[src/rtl/slew_cal_pkg.sv]
// Shared types for the slew-rate calibration sequencer.
// Assumes: a single state encoding used by the top-level FSM only.
package slew_cal_pkg;
    typedef enum logic [3:0] {
        ST_IDLE,
        ST_SETTLE,
        ST_LOADW,
        ST_ARM,
        ST_POLL,
        ST_STOP,
        ST_CLKOFF,
        ST_DIV1,
        ST_DIV2,
        ST_WRITE,
        ST_OFF
    } cal_state_e;
endpackage

[src/rtl/slew_cal_tick.sv]
// Microsecond prescaler: pulses tick_o once every CYC_PER_US cycles.
// Assumes: clr_i restarts the count so the first tick comes a full
// microsecond after the clear.
module slew_cal_tick #(
    parameter int CYC_PER_US = 125
) (
    input  logic clk,
    input  logic rst_n,
    input  logic clr_i,
    output logic tick_o
);
    localparam int CW = (CYC_PER_US > 1) ? $clog2(CYC_PER_US) : 1;
    localparam logic [CW-1:0] LAST = CW'(CYC_PER_US - 1);

    logic [CW-1:0] cnt_q;

    assign tick_o = (cnt_q == LAST);

    // Count cycles within the current microsecond.
    always_ff @(posedge clk) begin
        if (!rst_n || clr_i || tick_o) cnt_q <= '0;
        else                           cnt_q <= cnt_q + 1'b1;
    end
endmodule

[src/rtl/slew_cal_div.sv]
// Restoring unsigned divider, one quotient bit per cycle (DW cycles).
// Assumes: start_i is raised only while idle and with a nonzero divisor;
// done_o pulses for one cycle with quot_o valid in that cycle.
module slew_cal_div #(
    parameter int DW = 28
) (
    input  logic          clk,
    input  logic          rst_n,
    input  logic          start_i,
    input  logic [DW-1:0] dividend_i,
    input  logic [DW-1:0] divisor_i,
    output logic          done_o,
    output logic [DW-1:0] quot_o
);
    localparam int CW = $clog2(DW + 1);
    localparam int W2 = 2 * DW;

    logic          busy_q;
    logic [CW-1:0] step_q;
    logic [DW-1:0] a_q, den_q, quo_q, rem_q;
    logic [DW:0]   rem_sh;
    logic          fits;
    logic [DW-1:0] rem_nx, quo_nx;

    // One restoring step: shift in the next dividend bit, subtract if it fits.
    always_comb begin
        rem_sh = {rem_q, quo_q[DW-1]};
        fits   = (rem_sh >= {1'b0, den_q});
        rem_nx = fits ? DW'(rem_sh - {1'b0, den_q}) : rem_sh[DW-1:0];
        quo_nx = {quo_q[DW-2:0], fits};
    end

    // Load operands on start, iterate while busy, pulse done at the end.
    always_ff @(posedge clk) begin
        if (!rst_n) begin
            busy_q <= 1'b0;
            done_o <= 1'b0;
            step_q <= '0;
            a_q    <= '0;
            den_q  <= '0;
            quo_q  <= '0;
            rem_q  <= '0;
        end else begin
            done_o <= 1'b0;
            if (start_i && !busy_q) begin
                busy_q <= 1'b1;
                step_q <= CW'(DW);
                a_q    <= dividend_i;
                den_q  <= divisor_i;
                quo_q  <= dividend_i;
                rem_q  <= '0;
            end else if (busy_q) begin
                quo_q  <= quo_nx;
                rem_q  <= rem_nx;
                step_q <= step_q - 1'b1;
                if (step_q == CW'(1)) begin
                    busy_q <= 1'b0;
                    done_o <= 1'b1;
                end
            end
        end
    end

    assign quot_o = quo_q;

    // the quotient and remainder must reconstruct the dividend exactly.
    assert_div_exact_R5: assert property (@(posedge clk) disable iff (!rst_n)
        done_o |-> ((W2'(quo_q) * W2'(den_q) + W2'(rem_q)) == W2'(a_q)) && (rem_q < den_q));

    // the sequencer never starts a division with a zero divisor or while busy.
    assert_div_start_ok_R7: assert property (@(posedge clk) disable iff (!rst_n)
        start_i |-> !busy_q && (divisor_i != '0));
endmodule

[src/rtl/slew_cal_seq.sv]
// Slew-rate calibration sequencer top level.
// Runs oscillator settle, frequency measurement with timed polling,
// shutdown, code computation on a shared divider, code write.
// Assumes: start_i is a pulse; the meter holds fm_count_i while valid.
module slew_cal_seq
    import slew_cal_pkg::*;
#(
    parameter int CLK_MHZ     = 125,
    parameter int REF_W       = 8,
    parameter int COEF_W      = 8,
    parameter int CNT_W       = 24,
    parameter int CODE_W      = 3,
    parameter int WINDOW      = 1024,
    parameter int SETTLE_US   = 1,
    parameter int POLL_US     = 10,
    parameter int TIMEOUT_US  = 200,
    parameter int DEF_REF_MHZ = 26,
    parameter int DEF_COEF    = 17,
    parameter int SCALE       = 1000,
    parameter int DEF_CODE    = 4
) (
    input  logic              clk,
    input  logic              rst_n,
    input  logic              start_i,
    input  logic [REF_W-1:0]  ref_mhz_i,
    input  logic [COEF_W-1:0] coef_i,
    input  logic              fm_valid_i,
    input  logic [CNT_W-1:0]  fm_count_i,
    output logic              osc_en_o,
    output logic              frck_en_o,
    output logic              fm_en_o,
    output logic [CNT_W-1:0]  fm_window_o,
    output logic [CODE_W-1:0] slew_code_o,
    output logic              busy_o,
    output logic              done_o,
    output logic              timeout_o
);
    localparam int WIN_BITS   = $clog2(WINDOW + 1);
    localparam int NUM_W      = REF_W + COEF_W + WIN_BITS;
    localparam int DW         = ((NUM_W > CNT_W) ? NUM_W : CNT_W) + 1;
    localparam int US_MAX     = (TIMEOUT_US > SETTLE_US) ? TIMEOUT_US : SETTLE_US;
    localparam int US_W       = $clog2(US_MAX + 1);
    localparam int PC_W       = $clog2(POLL_US + 1);
    localparam int CODE_MAX   = (1 << CODE_W) - 1;
    localparam int SETTLE_CYC = SETTLE_US * CLK_MHZ;
    localparam int SC_W       = $clog2(SETTLE_CYC + 2);

    cal_state_e        state_q, state_d;
    logic              fresh_q, tmo_q, tick, sample;
    logic [US_W-1:0]   us_q;
    logic [PC_W-1:0]   pcnt_q;
    logic [US_W:0]     elapsed;
    logic [REF_W-1:0]  ref_q;
    logic [COEF_W-1:0] coef_q;
    logic [CNT_W-1:0]  cnt_q;
    logic [CODE_W-1:0] calc_q;
    logic              div_start, div_done;
    logic [DW-1:0]     div_a, div_b, div_q;

    slew_cal_tick #(.CYC_PER_US(CLK_MHZ)) u_tick (
        .clk(clk), .rst_n(rst_n), .clr_i(state_d != state_q), .tick_o(tick)
    );

    slew_cal_div #(.DW(DW)) u_div (
        .clk(clk), .rst_n(rst_n), .start_i(div_start),
        .dividend_i(div_a), .divisor_i(div_b), .done_o(div_done), .quot_o(div_q)
    );

    // Poll sample points: first poll cycle, then every POLL_US microseconds.
    assign sample  = fresh_q || (tick && pcnt_q == PC_W'(POLL_US - 1));
    assign elapsed = {1'b0, us_q} + (US_W + 1)'(tick);

    // Next-state logic and divider operand selection.
    always_comb begin
        state_d   = state_q;
        div_start = 1'b0;
        div_a     = DW'(ref_q) * DW'(coef_q) * DW'(WINDOW);
        div_b     = DW'(cnt_q);
        unique case (state_q)
            ST_IDLE:   if (start_i) state_d = ST_SETTLE;
            ST_SETTLE: if (tick && us_q == US_W'(SETTLE_US - 1)) state_d = ST_LOADW;
            ST_LOADW:  state_d = ST_ARM;
            ST_ARM:    state_d = ST_POLL;
            ST_POLL:   if (sample && (fm_valid_i || elapsed >= (US_W + 1)'(TIMEOUT_US)))
                           state_d = ST_STOP;
            ST_STOP:   state_d = ST_CLKOFF;
            ST_CLKOFF: begin
                if (cnt_q == '0) state_d = ST_WRITE;
                else begin
                    div_start = 1'b1;
                    state_d   = ST_DIV1;
                end
            end
            ST_DIV1: begin
                div_a = div_q + DW'(SCALE / 2);
                div_b = DW'(SCALE);
                if (div_done) begin
                    div_start = 1'b1;
                    state_d   = ST_DIV2;
                end
            end
            ST_DIV2:   if (div_done) state_d = ST_WRITE;
            ST_WRITE:  state_d = ST_OFF;
            ST_OFF:    state_d = ST_IDLE;
            default:   state_d = ST_IDLE;
        endcase
    end

    // Microsecond and poll-interval counters, restarted on every state change.
    always_ff @(posedge clk) begin
        if (!rst_n) begin
            us_q    <= '0;
            pcnt_q  <= '0;
            fresh_q <= 1'b0;
        end else begin
            fresh_q <= (state_d != state_q);
            if (state_d != state_q) begin
                us_q   <= '0;
                pcnt_q <= '0;
            end else if (tick) begin
                if (us_q != US_W'(US_MAX)) us_q <= us_q + 1'b1;
                pcnt_q <= (pcnt_q == PC_W'(POLL_US - 1)) ? '0 : pcnt_q + 1'b1;
            end
        end
    end

    // State register and the control actions taken on each transition.
    always_ff @(posedge clk) begin
        if (!rst_n) begin
            state_q     <= ST_IDLE;
            osc_en_o    <= 1'b0;
            frck_en_o   <= 1'b0;
            fm_en_o     <= 1'b0;
            fm_window_o <= '0;
            slew_code_o <= '0;
            busy_o      <= 1'b0;
            done_o      <= 1'b0;
            timeout_o   <= 1'b0;
            tmo_q       <= 1'b0;
            ref_q       <= '0;
            coef_q      <= '0;
            cnt_q       <= '0;
            calc_q      <= '0;
        end else begin
            state_q <= state_d;
            done_o  <= 1'b0;
            unique case (state_q)
                ST_IDLE: if (start_i) begin
                    osc_en_o <= 1'b1;
                    busy_o   <= 1'b1;
                    tmo_q    <= 1'b0;
                    ref_q    <= (ref_mhz_i == '0) ? REF_W'(DEF_REF_MHZ) : ref_mhz_i;
                    coef_q   <= (coef_i == '0) ? COEF_W'(DEF_COEF) : coef_i;
                end
                ST_SETTLE: if (state_d == ST_LOADW) frck_en_o <= 1'b1;
                ST_LOADW:  fm_window_o <= CNT_W'(WINDOW);
                ST_ARM:    fm_en_o <= 1'b1;
                ST_POLL: if (state_d == ST_STOP) begin
                    cnt_q <= fm_count_i;
                    tmo_q <= !fm_valid_i;
                end
                ST_STOP:   fm_en_o <= 1'b0;
                ST_CLKOFF: begin
                    frck_en_o <= 1'b0;
                    if (cnt_q == '0) calc_q <= CODE_W'(DEF_CODE);
                end
                ST_DIV1:   ;
                ST_DIV2: if (div_done)
                    calc_q <= (div_q > DW'(CODE_MAX)) ? CODE_W'(CODE_MAX) : div_q[CODE_W-1:0];
                ST_WRITE:  slew_code_o <= calc_q;
                ST_OFF: begin
                    osc_en_o  <= 1'b0;
                    busy_o    <= 1'b0;
                    done_o    <= 1'b1;
                    timeout_o <= tmo_q;
                end
                default: ;
            endcase
        end
    end

    // Checker counter: cycles the oscillator has run before the free-run clock.
    logic [SC_W-1:0] settle_cnt;
    always_ff @(posedge clk) begin
        if (!rst_n || !osc_en_o) settle_cnt <= '0;
        else if (!frck_en_o && settle_cnt != SC_W'(SETTLE_CYC + 1)) settle_cnt <= settle_cnt + 1'b1;
    end

    assert_clk_after_osc_R2: assert property (@(posedge clk) disable iff (!rst_n)
        $rose(frck_en_o) |-> osc_en_o && (settle_cnt >= SC_W'(SETTLE_CYC)));

    assert_meter_needs_clk_R2: assert property (@(posedge clk) disable iff (!rst_n)
        fm_en_o |-> frck_en_o && (fm_window_o == CNT_W'(WINDOW)));

    assert_code_write_window_R2: assert property (@(posedge clk) disable iff (!rst_n)
        !$stable(slew_code_o) |-> osc_en_o && !frck_en_o && !fm_en_o);

    assert_done_pulse_R9: assert property (@(posedge clk) disable iff (!rst_n)
        done_o |=> !done_o);

    assert_done_quiet_R9: assert property (@(posedge clk) disable iff (!rst_n)
        done_o |-> !osc_en_o && !frck_en_o && !fm_en_o && !busy_o);

    assert_busy_holds_R10: assert property (@(posedge clk) disable iff (!rst_n)
        (busy_o && !done_o && start_i) |=> (busy_o || done_o));
endmodule

[config.mk]
export PLATFORM = sky130hd
export DESIGN_NAME = slew_cal_seq
export DESIGN_NICKNAME = d
export VERILOG_FILES = /design/src/rtl/slew_cal_pkg.sv /design/src/rtl/slew_cal_tick.sv /design/src/rtl/slew_cal_div.sv /design/src/rtl/slew_cal_seq.sv
export SDC_FILE = /design/constraint.sdc
export NUM_CORES = 1
export LEC_CHECK = 0
export BUFFER_PORTS_ARGS = -buffer_cell sky130_fd_sc_hd__buf_4
export CAP_MARGIN = 15
export CORE_ASPECT_RATIO = 2
export CORE_UTILIZATION = 55
export DETAILED_ROUTE_END_ITERATION = 8
export HOLD_SLACK_MARGIN = 0.12
export PLACE_DENSITY = 0.8
export SYNTH_ARGS = -nofsm -noshare
export SYNTH_HDL_FRONTEND = slang
export SYNTH_HIERARCHICAL = 1
export SYNTH_SLANG_ARGS = --single-unit
[constraint.sdc]
create_clock -name clk -period 12.9 [get_ports clk]
set_clock_uncertainty 0.15 [all_clocks]
set_input_delay 1.935 -clock clk [delete_from_list [all_inputs] [get_ports clk]]
set_output_delay 1.935 -clock clk [all_outputs]
set_load 0.1 [all_outputs]
==> results.toml <==
[timing]
max_freq_ghz = 0.1973
setup_tns_ps = 0
maxSlewViolCount = 0
final-setup-viol-count = 0
post-route-min-period_ps = 5070
hold_viol_final = 0
finalWorstSetupSlack_ps = 7830
worst_slew_pin_slew_ps = 1145
fin_crit_sh_pct = 39.30
rsz0062_at_grt = "false"
relSlewSlack_pct = 22.94

[cells_and_area]
syn2layout_area_growth_pct = 7.774
final-seq-area_sq_um = 3367
fin_cells = 1795
final_cell_mix = "dfxtp_1 (167), nor2_1 (156), a21oi_1 (152)"
final_nets = 1664
nFillCells = 1895
final_common_cell = "dfxtp_1"
fin_util_pct = 60.51
drive_gt1_share_pct = 8.936
multi_input_area_sq_um = 7886
antenna_cells = 0

[yosys]
synth.distinct_cells = 80
async_reset_ff_share_pct = 0
synthMuxAreaShare_pct = 6.339
synth-compound-area-share_pct = 16.99
synth.top_cell.area_share_pct = 27.75
synth-main-ff-cell = "dfxtp_1"
ys_ff_latch = 168
synth_area_leader_cell = "dfxtp_1"
yosys-top-cells-area = "dfxtp_1 (28%), ha_1 (7.6%), a21oi_1 (6.3%), fa_1 (6.1%), mux2i_1 (6.0%)"
synth_cells = 1500
synth-seq-area-share_pct = 27.75
synth_top_family_by_area = "simple AND/OR/NAND/NOR gates"
synth_area_per_cell_sq_um = 8.079
synth_edf_count = 0
synth_xor_area_share_pct = 4.842
netlist_area_sq_um = 12120
ys.warnings.count = 6
synth-simple-area-share_pct = 22.03
synth_adder_area_share_pct = 13.75

[worst_setup_path]
crit_type = "reg -> reg"
cp_max_fo = 9
startpoint = "coef_q[7]"
worstRegToRegCells = 19
worstSetupEndpointType = "register"
start_kind = "register"
critPathArrivalTime_ps = 5230
timing.rr.start = "coef_q[7]"
critPathRequiredTime_ps = 13060
reg2reg_slack_ps = 7830
r2r-end = "u_div/quot_o[22]"

[placed_design]
dp_cells = 1763
post-place-ws_ps = 7870
post-dp-hpwl_microns = 20800
gp_congestion = 0.9353
port_buffers = 53

[hold_path]
min_from = "u_div/den_q[19]"
holdPathEnd = "u_div/den_q[19]"
holdPathStages = 2
hp-class = "reg -> reg"

[power_and_ir_drop]
power_w = 0.001168
leakagePower_nw = 5.471
p_per_area_nw_per_um2 = 89.41
ir_drop_uv = 88.73

[floorplanning]
row_count = 76
die_area_sq_um = 22670
start_util_pct = 56.14
ios = 77
die_h_microns = 211.9
die_w_microns = 107.0
core_sq_um = 21590

[run_status]
status = "completed"

[route]
dr.pass1.iters = 5
num_vias = 10470
ant_nets = 0
routedWlPerCell_microns = 15.94
drc = 0
drt-initial-drc-count = 517
wl_microns = 28610
vias_per_cell = 5.835

[clocking]
postCtsSetupBuffers = 0
postCtsHoldBufs = 0
cts.path.max_buffers = 2
cts_sinks = 168
cts_root_buffer = "clkbuf_16"
cts_tree = "yes"
clk_latency_ps = 450
cts-buffers-inserted = 17
htreeDepth = 4
cts.clk_slew.worst_paths_ps = 70
ctsResizeCount = 0

[grt]
grt-ovfl-total = 0
antenna_found_initial = 0
grt_pass1_wl_microns = 46970
grt_pass1_vias = 10350
grt_max_degree = 97
grt_usage_pct = 26.08

[run]
cap_violations = 0
registers in the layout (all words and copies together) (netlist names), 3 cells and up:
| signal | flops |
|---|---|
| pcnt_q | 4 |
| coef_q | 8 |
| u_tick/cnt_q | 7 |
| calc_q | 3 |
| u_div/step_q | 5 |
| u_div/quot_o | 28 |
| ref_q | 8 |
| u_div/rem_q | 28 |
| state_q | 4 |
| u_div/den_q | 28 |
| cnt_q | 24 |
| us_q | 8 |
| slew_code_o | 3 |
worst max path at each step:
stage,to,slack (ps),cells after the start
finish,u_div/quot_o[22],7830,19
global placement,u_div/quot_o[22],8040,19
floorplan,u_div/quot_o[22],8270,18
detailed placement,u_div/quot_o[22],7870,19
global route,u_div/quot_o[24],7530,19
CTS,u_div/quot_o[25],7860,19
cell type report:
class / instances / area share (%)
clock buffer: 20 / 3.659
clock inverter: 12 / 0.9579
inverter: 102 / 2.931
multi-input combinational: 1156 / 60.38
timing repair buffer: 64 / 3.679
sequential: 168 / 25.78
tap: 273 / 2.615
metal layers:
metal,up-vias,wire length (microns),track usage (%)
li1,5107,-,-
met4,0,1275,15.02
met2,275,15990,51.46
met5,-,0,0
met3,90,957,4.526
met1,5002,10390,24.29
metrics by stage:
step / area, sq um / hold slack [ps]
after global placement: 12460 / 291.5
after detailed placement: 12460 / 296.5
after global routing: 13060 / 323.2
after floorplan: 12220 / 281.6
final: 13060 / 307.1
after CTS: 13060 / 306.3
where the power goes:
part	leakage [nW]	internal (W)	total, W	switching [W]
Combinational	3.81	0.0000321	0.000110	0.0000778
Clock	0.299	0.000294	0.000525	0.000231
Sequential	1.36	0.000523	0.000533	0.00000980
Total	5.47	0.000849	0.00117	0.000319
cell usage after synthesis, types with 5 or more instances:
| master | n |
|---|---|
| o31ai_1 | 7 |
| nor2b_1 | 14 |
| or4_1 | 5 |
| and3_1 | 12 |
| nand4_1 | 31 |
| a21oi_1 | 152 |
| xnor2_1 | 44 |
| a211oi_1 | 8 |
| clkbuf_1 | 49 |
| mux2i_1 | 73 |
| a21oi_2 | 11 |
| o21bai_1 | 5 |
| and2_1 | 79 |
| a21o_1 | 13 |
| dfxtp_1 | 168 |
| nand3_1 | 21 |
| o211ai_1 | 5 |
| nand2b_1 | 19 |
| or3_1 | 8 |
| o221a_2 | 5 |
| xor2_1 | 23 |
| fa_1 | 37 |
| buf_4 | 30 |
| ha_1 | 74 |
| o21a_1 | 8 |
| nor2_1 | 156 |
| inv_1 | 100 |
| a31oi_1 | 13 |
| o21ai_0 | 62 |
| buf_6 | 12 |
| nand2_1 | 149 |
| nor3_1 | 17 |
| nor4_1 | 16 |
critical path: stages (launching register included):
cell and delay, ps:
dfxtp_1 470, nand2_1 130, fa_1 520, fa_1 550
inv_1 60, fa_1 540, inv_1 60, fa_1 530
inv_1 40, ha_1 220, or3_1 360, nor2_1 100
o21ai_0 160, a41oi_1 300, xnor2_1 100, mux2_2 260
mux2i_1 150, nor2_1 50, a21oi_1 140, nor2_1 50
kinds of logic (layout without fill, tap and decap cells):
logic type / count (synthesis) / after routing
buf+inv: 202 / 198
simple gates: 544 / 544
fa+ha+maj: 111 / 111
mux: 76 / 76
other cells: 1 / 27
flops: 168 / 168
xor+xnor: 67 / 67
compound gates: 331 / 331
Power figures use the tool's default switching activity.
